### src/rtl/trap_pkg.sv
package trap_pkg;
    localparam int ADDR_W = 12;
    localparam int CODE_W = 4;

    localparam logic [ADDR_W-1:0] A_STATUS  = 12'h100;
    localparam logic [ADDR_W-1:0] A_TVEC    = 12'h105;
    localparam logic [ADDR_W-1:0] A_SCRATCH = 12'h140;
    localparam logic [ADDR_W-1:0] A_EPC     = 12'h141;
    localparam logic [ADDR_W-1:0] A_CAUSE   = 12'h142;

    localparam int B_IE   = 1;
    localparam int B_PIE  = 5;
    localparam int B_PP   = 8;

    localparam logic PRIV_U = 1'b0;
    localparam logic PRIV_S = 1'b1;

    localparam logic [CODE_W-1:0] C_ECALL_U = 4'd8;
    localparam logic [CODE_W-1:0] C_ECALL_S = 4'd9;
    localparam logic [CODE_W-1:0] C_TIMER   = 4'd5;
    localparam logic [CODE_W-1:0] C_EXT     = 4'd9;

    typedef enum logic [2:0] {
        SEL_NONE, SEL_STATUS, SEL_TVEC, SEL_SCRATCH, SEL_EPC, SEL_CAUSE
    } csr_sel_e;
endpackage

### src/rtl/trap_pick.sv
module trap_pick
    import trap_pkg::*;
#(
    parameter int XLEN = 32
) (
    input  logic                 exc_req,
    input  logic [CODE_W-1:0]    exc_code,
    input  logic                 ecall_req,
    input  logic                 priv,
    input  logic                 sie,
    input  logic                 irq_ext,
    input  logic                 irq_tmr,
    output logic                 take,
    output logic [XLEN-1:0]      cause
);
    logic irq_ok;

    always_comb begin
        irq_ok = sie && (irq_ext || irq_tmr);
        take   = exc_req || ecall_req || irq_ok;
        cause  = '0;
        if (exc_req) begin
            cause[CODE_W-1:0] = exc_code;
        end else if (ecall_req) begin
            cause[CODE_W-1:0] = (priv == PRIV_S) ? C_ECALL_S : C_ECALL_U;
        end else if (irq_ok) begin
            cause[XLEN-1]     = 1'b1;
            cause[CODE_W-1:0] = irq_ext ? C_EXT : C_TIMER;
        end
    end
endmodule

### src/rtl/trap_csr_port.sv
module trap_csr_port
    import trap_pkg::*;
#(
    parameter int XLEN = 32
) (
    input  logic [ADDR_W-1:0] addr,
    input  logic              re,
    input  logic              we,
    input  logic              priv,
    input  logic              sie,
    input  logic              spie,
    input  logic              spp,
    input  logic [XLEN-1:0]   stvec,
    input  logic [XLEN-1:0]   sepc,
    input  logic [XLEN-1:0]   scause,
    input  logic [XLEN-1:0]   sscratch,
    output csr_sel_e          sel,
    output logic              illegal,
    output logic [XLEN-1:0]   rdata
);
    logic [XLEN-1:0] status_v;
    logic [XLEN-1:0] val;

    always_comb begin
        status_v        = '0;
        status_v[B_IE]  = sie;
        status_v[B_PIE] = spie;
        status_v[B_PP]  = spp;
        unique case (addr)
            A_STATUS:  begin sel = SEL_STATUS;  val = status_v; end
            A_TVEC:    begin sel = SEL_TVEC;    val = stvec;    end
            A_SCRATCH: begin sel = SEL_SCRATCH; val = sscratch; end
            A_EPC:     begin sel = SEL_EPC;     val = sepc;     end
            A_CAUSE:   begin sel = SEL_CAUSE;   val = scause;   end
            default:   begin sel = SEL_NONE;    val = '0;       end
        endcase
        illegal = (re || we) && ((priv == PRIV_U) || (sel == SEL_NONE));
        rdata   = (re && !illegal) ? val : '0;
    end
endmodule

### src/rtl/trap_seq.sv
module trap_seq
    import trap_pkg::*;
#(
    parameter int XLEN = 32
) (
    input  logic              clk_i,
    input  logic              rst_ni,
    input  logic [XLEN-1:0]   cur_pc_i,
    input  logic              exc_req_i,
    input  logic [CODE_W-1:0] exc_code_i,
    input  logic              ecall_req_i,
    input  logic              irq_ext_i,
    input  logic              irq_tmr_i,
    input  logic              sret_i,
    input  logic              csr_re_i,
    input  logic              csr_we_i,
    input  logic [ADDR_W-1:0] csr_addr_i,
    input  logic [XLEN-1:0]   csr_wdata_i,
    output logic [XLEN-1:0]   csr_rdata_o,
    output logic              csr_illegal_o,
    output logic              redirect_valid_o,
    output logic [XLEN-1:0]   redirect_pc_o,
    output logic              priv_o
);
    localparam int TVEC_LSB = 2;

    typedef struct packed {
        logic            priv;
        logic            sie;
        logic            spie;
        logic            spp;
        logic [XLEN-1:0] stvec;
        logic [XLEN-1:0] sepc;
        logic [XLEN-1:0] scause;
        logic [XLEN-1:0] sscratch;
        logic            rv;
        logic [XLEN-1:0] rpc;
    } st_t;

    st_t st_q, st_d;

    logic            trap_take;
    logic [XLEN-1:0] trap_cause;
    csr_sel_e        sel;
    logic            sie_w, spie_w, spp_w, priv_w;
    logic [XLEN-1:0] stvec_w, sepc_w;

    assign sie_w   = st_q.sie;
    assign spie_w  = st_q.spie;
    assign spp_w   = st_q.spp;
    assign priv_w  = st_q.priv;
    assign stvec_w = st_q.stvec;
    assign sepc_w  = st_q.sepc;

    trap_pick #(.XLEN(XLEN)) u_pick (
        .exc_req   (exc_req_i),
        .exc_code  (exc_code_i),
        .ecall_req (ecall_req_i),
        .priv      (priv_w),
        .sie       (sie_w),
        .irq_ext   (irq_ext_i),
        .irq_tmr   (irq_tmr_i),
        .take      (trap_take),
        .cause     (trap_cause)
    );

    trap_csr_port #(.XLEN(XLEN)) u_port (
        .addr     (csr_addr_i),
        .re       (csr_re_i),
        .we       (csr_we_i),
        .priv     (priv_w),
        .sie      (sie_w),
        .spie     (spie_w),
        .spp      (spp_w),
        .stvec    (stvec_w),
        .sepc     (sepc_w),
        .scause   (st_q.scause),
        .sscratch (st_q.sscratch),
        .sel      (sel),
        .illegal  (csr_illegal_o),
        .rdata    (csr_rdata_o)
    );

    always_comb begin
        st_d    = st_q;
        st_d.rv = 1'b0;
        if (trap_take) begin
            st_d.sepc   = cur_pc_i;
            st_d.scause = trap_cause;
            st_d.spie   = st_q.sie;
            st_d.sie    = 1'b0;
            st_d.spp    = st_q.priv;
            st_d.priv   = PRIV_S;
            st_d.rv     = 1'b1;
            st_d.rpc    = st_q.stvec;
        end else if (sret_i) begin
            st_d.priv   = st_q.spp;
            st_d.sie    = st_q.spie;
            st_d.spie   = 1'b1;
            st_d.spp    = PRIV_U;
            st_d.rv     = 1'b1;
            st_d.rpc    = st_q.sepc;
        end else if (csr_we_i && !csr_illegal_o) begin
            unique case (sel)
                SEL_STATUS: begin
                    st_d.sie  = csr_wdata_i[B_IE];
                    st_d.spie = csr_wdata_i[B_PIE];
                    st_d.spp  = csr_wdata_i[B_PP];
                end
                SEL_TVEC:    st_d.stvec    = {csr_wdata_i[XLEN-1:TVEC_LSB], {TVEC_LSB{1'b0}}};
                SEL_SCRATCH: st_d.sscratch = csr_wdata_i;
                SEL_EPC:     st_d.sepc     = csr_wdata_i;
                SEL_CAUSE:   st_d.scause   = csr_wdata_i;
                default:     ;
            endcase
        end
    end

    always_ff @(posedge clk_i) begin
        if (!rst_ni) begin
            st_q      <= '0;
            st_q.priv <= PRIV_S;
        end else begin
            st_q <= st_d;
        end
    end

    assign redirect_valid_o = st_q.rv;
    assign redirect_pc_o    = st_q.rpc;
    assign priv_o           = st_q.priv;
endmodule

### config.mk
export PLATFORM = sky130hd
export DESIGN_NAME = trap_seq
export DESIGN_NICKNAME = d
export VERILOG_FILES = /design/src/rtl/trap_pkg.sv /design/src/rtl/trap_pick.sv /design/src/rtl/trap_csr_port.sv /design/src/rtl/trap_seq.sv
export SDC_FILE = /design/constraint.sdc
export NUM_CORES = 1
export LEC_CHECK = 0
export BUFFER_PORTS_ARGS = -buffer_cell sky130_fd_sc_hd__buf_2
export CAP_MARGIN = 10
export CORE_MARGIN = 5
export CORE_UTILIZATION = 55
export DETAILED_ROUTE_END_ITERATION = 6
export GPL_TIMING_DRIVEN = 0
export PLACE_DENSITY = 0.8
export SYNTH_ARGS = -nofsm -noshare
export SYNTH_HDL_FRONTEND = slang
export SYNTH_SLANG_ARGS = --single-unit
export TNS_END_PERCENT = 30
### constraint.sdc
create_clock -name clk_i -period 4.6 [get_ports clk_i]
set_input_delay 0.46 -clock clk_i [delete_from_list [all_inputs] [get_ports clk_i]]
set_output_delay 0.46 -clock clk_i [all_outputs]
set_load 0.01 [all_outputs]
== After elaboration in Yosys (flattened, before gate mapping) ==
Cells that the tools add are included.
Storage, ports and cells
  register bits after elaboration: 163
  output and inout port bits: 67
Operators by class
  eq/ne operators: 11
  multiplexer cells: 23
  bitwise gates (word level): 4
  reductions and logical operators: 27
Operators by type and width (number)
  $mux 32: 5
  $pmux 32 s5: 1
  $mux 131: 1
  $mux 96: 1
  $mux 33: 2
  $mux 64: 1
  $eq 12x9->1 const B: 5
  $mux 4: 4
  $pmux 3 s5: 1
  $reduce_bool 2->1: 6
  $reduce_and 3->1: 3
  $reduce_and 4->1: 2
  $eq 3x2->1 const B: 2
  $eq 3x3->1 const B: 2
  $mux 3: 2
  $reduce_bool 3->1: 2
  $logic_or 1x1->1: 5
  $logic_and 1x1->1: 4
  $mux 1: 4
  $not 1->1: 4
  $reduce_and 2->1: 2
  $eq 3x1->1 const B: 1
  $logic_not 3->1: 1
  $mux 2: 1
  3 further kinds: 3

== Longest topological paths before layout ==
  word-level depth: 10
  mapped depth: 8

== Cells and area by module ==
From an unflattened synthesis, not the netlist that was laid out.
Second synthesis, totals
  cell total of the unflattened synthesis: 1037
  area total of the unflattened synthesis: 9101.2 µm²
Modules (own cells, without submodules)
  trap_seq: instances 1, cells an instance 814, area each 7399.6 µm², seq. area each 3263.1 µm²
  trap_csr_port: instances 1, cells an instance 181, area each 1393.8 µm², seq. area each 0.0 µm²
  trap_pick: instances 1, cells an instance 42, area each 307.8 µm², seq. area each 0.0 µm²

== Worst setup path before layout ==
OpenSTA, ideal clock, no wires.
  kind: input port to output port
  start: in csr_addr_i[5]
  end: out csr_rdata_o[11]
  arrival time: 1953 ps
  setup slack: 2187 ps
  stages on the path: 6
  cell sequence: or4_1 -> buf_2 -> nor2_1 -> o2111ai_1 -> clkbuf_1 -> nor2_1
Between the ends
  word-level cells in the longest chain between the ends: 8
  elaborated cells on any way between the ends: 13
  those cells by class: 5 x eq/ne; 3 x mux; 5 x reduce/logical
RTL lines
  start, declared: line trap_seq.sv:17  | input logic [ADDR_W-1:0] csr_addr_i,
  $eq 12x9->1: line trap_csr_port.sv:29  | unique case (addr)
  $pmux 3 s5: line trap_csr_port.sv:29
  $logic_not 3->1: line trap_csr_port.sv:37  | illegal = (re || we) && ((priv == PRIV_U) || (sel == SEL_NONE));
  $logic_or 1x1->1: line trap_csr_port.sv:37
  $logic_and 1x1->1: line trap_csr_port.sv:37
  $logic_not 1->1: line trap_csr_port.sv:38  | rdata = (re && !illegal) ? val : '0;
  $logic_and 1x1->1: line trap_csr_port.sv:38
  $mux 32 (*): line trap_csr_port.sv:38
  end, declared: line trap_seq.sv:19  | output logic [XLEN-1:0] csr_rdata_o,
Mark *: on every way between the ends. The rest lies on a longest branch, timed or not.

== Worst setup path in the final report ==
  start: in csr_addr_i[5]
  end: out csr_rdata_o[31]
The elaborated chain is that of the path after synthesis.

==> impl_metrics.toml <==
[outcome]
status = "complete, but fails checks"
violations = "design-rule violations"

[min_path]
hp-start = "cur_pc_i[6]"
hold_path_depth = 3
min_path_type = "input pin to flop"

[global_routing]
grt_max_degree = 17
first_global_vias = 7851
grt_pass1_wl_microns = 41400
grt_antenna_before_repair = 0
gr-total-overflow = 0
track_usage = 0.317

[cts]
cts_tree = "yes"
cts_setup_buffers = 0
cts-resized-gates = 0
cts_root_buf = "clkbuf_16"
cts_buffers = 17
hold_buffers = 0
clk_latency_ns = 0.43
htree_levels = 4
cts.sinks = 163
clockBufferDepth = 2
clk_pin_slew_worst_paths_ns = 0.06

[route]
wl_per_cell_microns = 21.1
postRouteAntennaNets = 0
drt_iter0_drc = 1288
dr.pass1.iters = 7
vias_per_cell = 6.25
wl_microns = 27200
vias = 8053
drc = 2

[floorplanning]
die_area_sq_mm = 0.0170
start_util = 0.556
fp.coreArea_sq_mm = 0.0144
die_x_microns = 131
io-pin-count = 156
rows = 44
dieHeight_microns = 131

[setup_path]
r2r-start = "sie_w"
cp-startpoint = "csr_addr_i[5]"
rr_endpoint = "sepc_w[8]"
critPathCapture = "csr_rdata_o[31]"
startpoint_type = "input pin"
cp.required_ns = 4.14
criticalPathCategory = "input pin to output pin"
ff2ff_setup_slack_ns = 2.03
end_kind = "output pin"
reg2regPathDepth = 6
cp_max_fo = 10
arrival_ns = 2.82

[timing]
worst_slew_pin_slew_ns = 0.964
setup_tns_ns = 0
hold_viol = 0
setup_viol = 0
rsz0062_at_grt = "false"
period_share = 0.714
slew_headroom = 0.357
slew_violations = 0
max_freq_mhz = 304
worst_clock_skew_ns = 0.00679
post-route-min-period_ns = 3.28

[placed_design]
globalplace.congestion = 0.945
io_buffers = 151
post-dp-hpwl_microns = 18500
placed_area_sq_mm = 0.00898

[synthesis]
synth_top_cell_area_share = 0.408
synth_nets = 1012
ys_top_cells_by_area = "dfxtp_1, mux2i_1, nand2_1, mux2_2, nand3_1"
synth_top_area_cell = "dfxtp_1"
synth.distinct_cells = 50
synth_most_common_cell = "nand2_1"
synthTopCellsByCount = "nand2_1, dfxtp_1, mux2i_1, nor2_1, nand3_1"
synth_seq_area_share = 0.408
avgSynthCellArea_sq_um = 8.66
ys.flop_type = "dfxtp_1"
yosys_warnings = 0
ys_async_sr_fraction = 0
synth_seq_cells = 163
synth-edff-count = 0
synth_area_sq_mm = 0.00799
synthCells = 923

[pwr]
p_leak_nw = 3.80
powerDensity_mw_per_mm2 = 340
fin_total_pwr_mw = 3.26
max-vdd-ir-drop_mv = 0.275

[cells_and_area]
drive_above_1_share = 0.252
area_delta_synth_final_pct = 20.1
final_area_sq_mm = 0.00960
seqCellArea_sq_mm = 0.00326
nFillCells = 1179
num_antenna_cells = 0
multiInputGateArea_sq_mm = 0.00409
layout.nets = 1182

[run]
drv_cap = 0
layout make-up:
type / instances / area share
sequential: 163 / 0.340
tap: 184 / 0.0240
clock buffer: 23 / 0.0519
multi-input combinational: 638 / 0.426
clock inverter: 8 / 0.0129
inverter: 2 / 0.000782
buffer: 120 / 0.0657
timing repair buffer: 151 / 0.0787
sequential cells by signal, summed over array words and instances, names as in the netlist:
| signal | cells |
|---|---|
| stvec_w | 30 |
| spp_w | 1 |
| priv_o | 1 |
| redirect_valid_o | 1 |
| redirect_pc_o | 32 |
| st_q | 64 |
| sie_w | 1 |
| spie_w | 1 |
| sepc_w | 32 |
cells by family (layout without fill, tap and decap cells):
logic type	count (synthesis)	in the layout	synth area share
AND/OR/NAND/NOR	391	391	0.236
AO/OA/AOI/OAI	119	119	0.111
flip-flops	163	163	0.408
buffers and inverters	122	304	0.0798
multiplexers	128	128	0.165
worst max-delay path, stage by stage:
cell and delay, ns:
buf_2 0.11, or4_1 0.52, buf_2 0.19, nor2_1 0.27, o2111ai_1 0.44, buf_2 0.38, nor2_1 0.27, buf_2 0.19
metal layers:
layer / track usage / vias to the layer above / wire, microns
li1: - / 3632 / -
met1: 0.402 / 3739 / 10200
met2: 0.503 / 575 / 12500
met3: 0.0695 / 107 / 3370
met4: 0.173 / 0 / 1170
met5: 0 / - / 0
worst min path at each step:
stage                           end
after CTS                 sepc_w[9]
after global routing      sepc_w[7]
after global placement     st_q[82]
after detailed placement   st_q[90]
final                     sepc_w[6]
after floorplan            st_q[33]
power by group:
| group | total [mW] | internal [mW] | switching [mW] | leakage (nW) |
|---|---|---|---|---|
| clock network | 1.50 | 0.922 | 0.575 | 0.301 |
| logic | 0.292 | 0.109 | 0.183 | 2.18 |
| registers | 1.47 | 1.45 | 0.0248 | 1.33 |
per-stage QoR:
stage           util  hold slack [ns]  setup slack [ns]  cells
2_1_floorplan      -            0.432              2.19    923
4_1_cts        0.668            0.253              1.40   1289
3_3_place_gp   0.625            0.439              1.43   1258
6_report       0.668            0.254              1.32   1289
3_5_place_dp   0.625            0.447              1.43   1258
5_1_grt        0.668            0.273              1.25   1289
cell usage in the layout, fill, tap and decap left out, types with 2 or more instances in the layout:
cell          n
a211oi_1     31
a21bo_2       2
a21oi_1      35
a222oi_1     28
a22oi_1       3
a31oi_1       2
and3_1        2
and4_1        2
buf_1         5
buf_2       166
buf_4        35
buf_6         4
bufinv_16     3
clkbuf_1     62
clkbuf_16    17
clkbuf_8      5
clkinv_2      2
clkinvlp_4    2
dfxtp_1     163
inv_1         2
mux2_2       30
mux2i_1      98
nand2_1     164
nand3_1      66
nand4_1      35
nor2_1       67
nor4_4        2
nor4bb_1      3
o2111ai_1     3
o21ai_0       5
o2bb2ai_1     3
o311ai_0      2
or3_1        31
or4_1         3
Note: power is estimated with default switching activity, not from simulation.
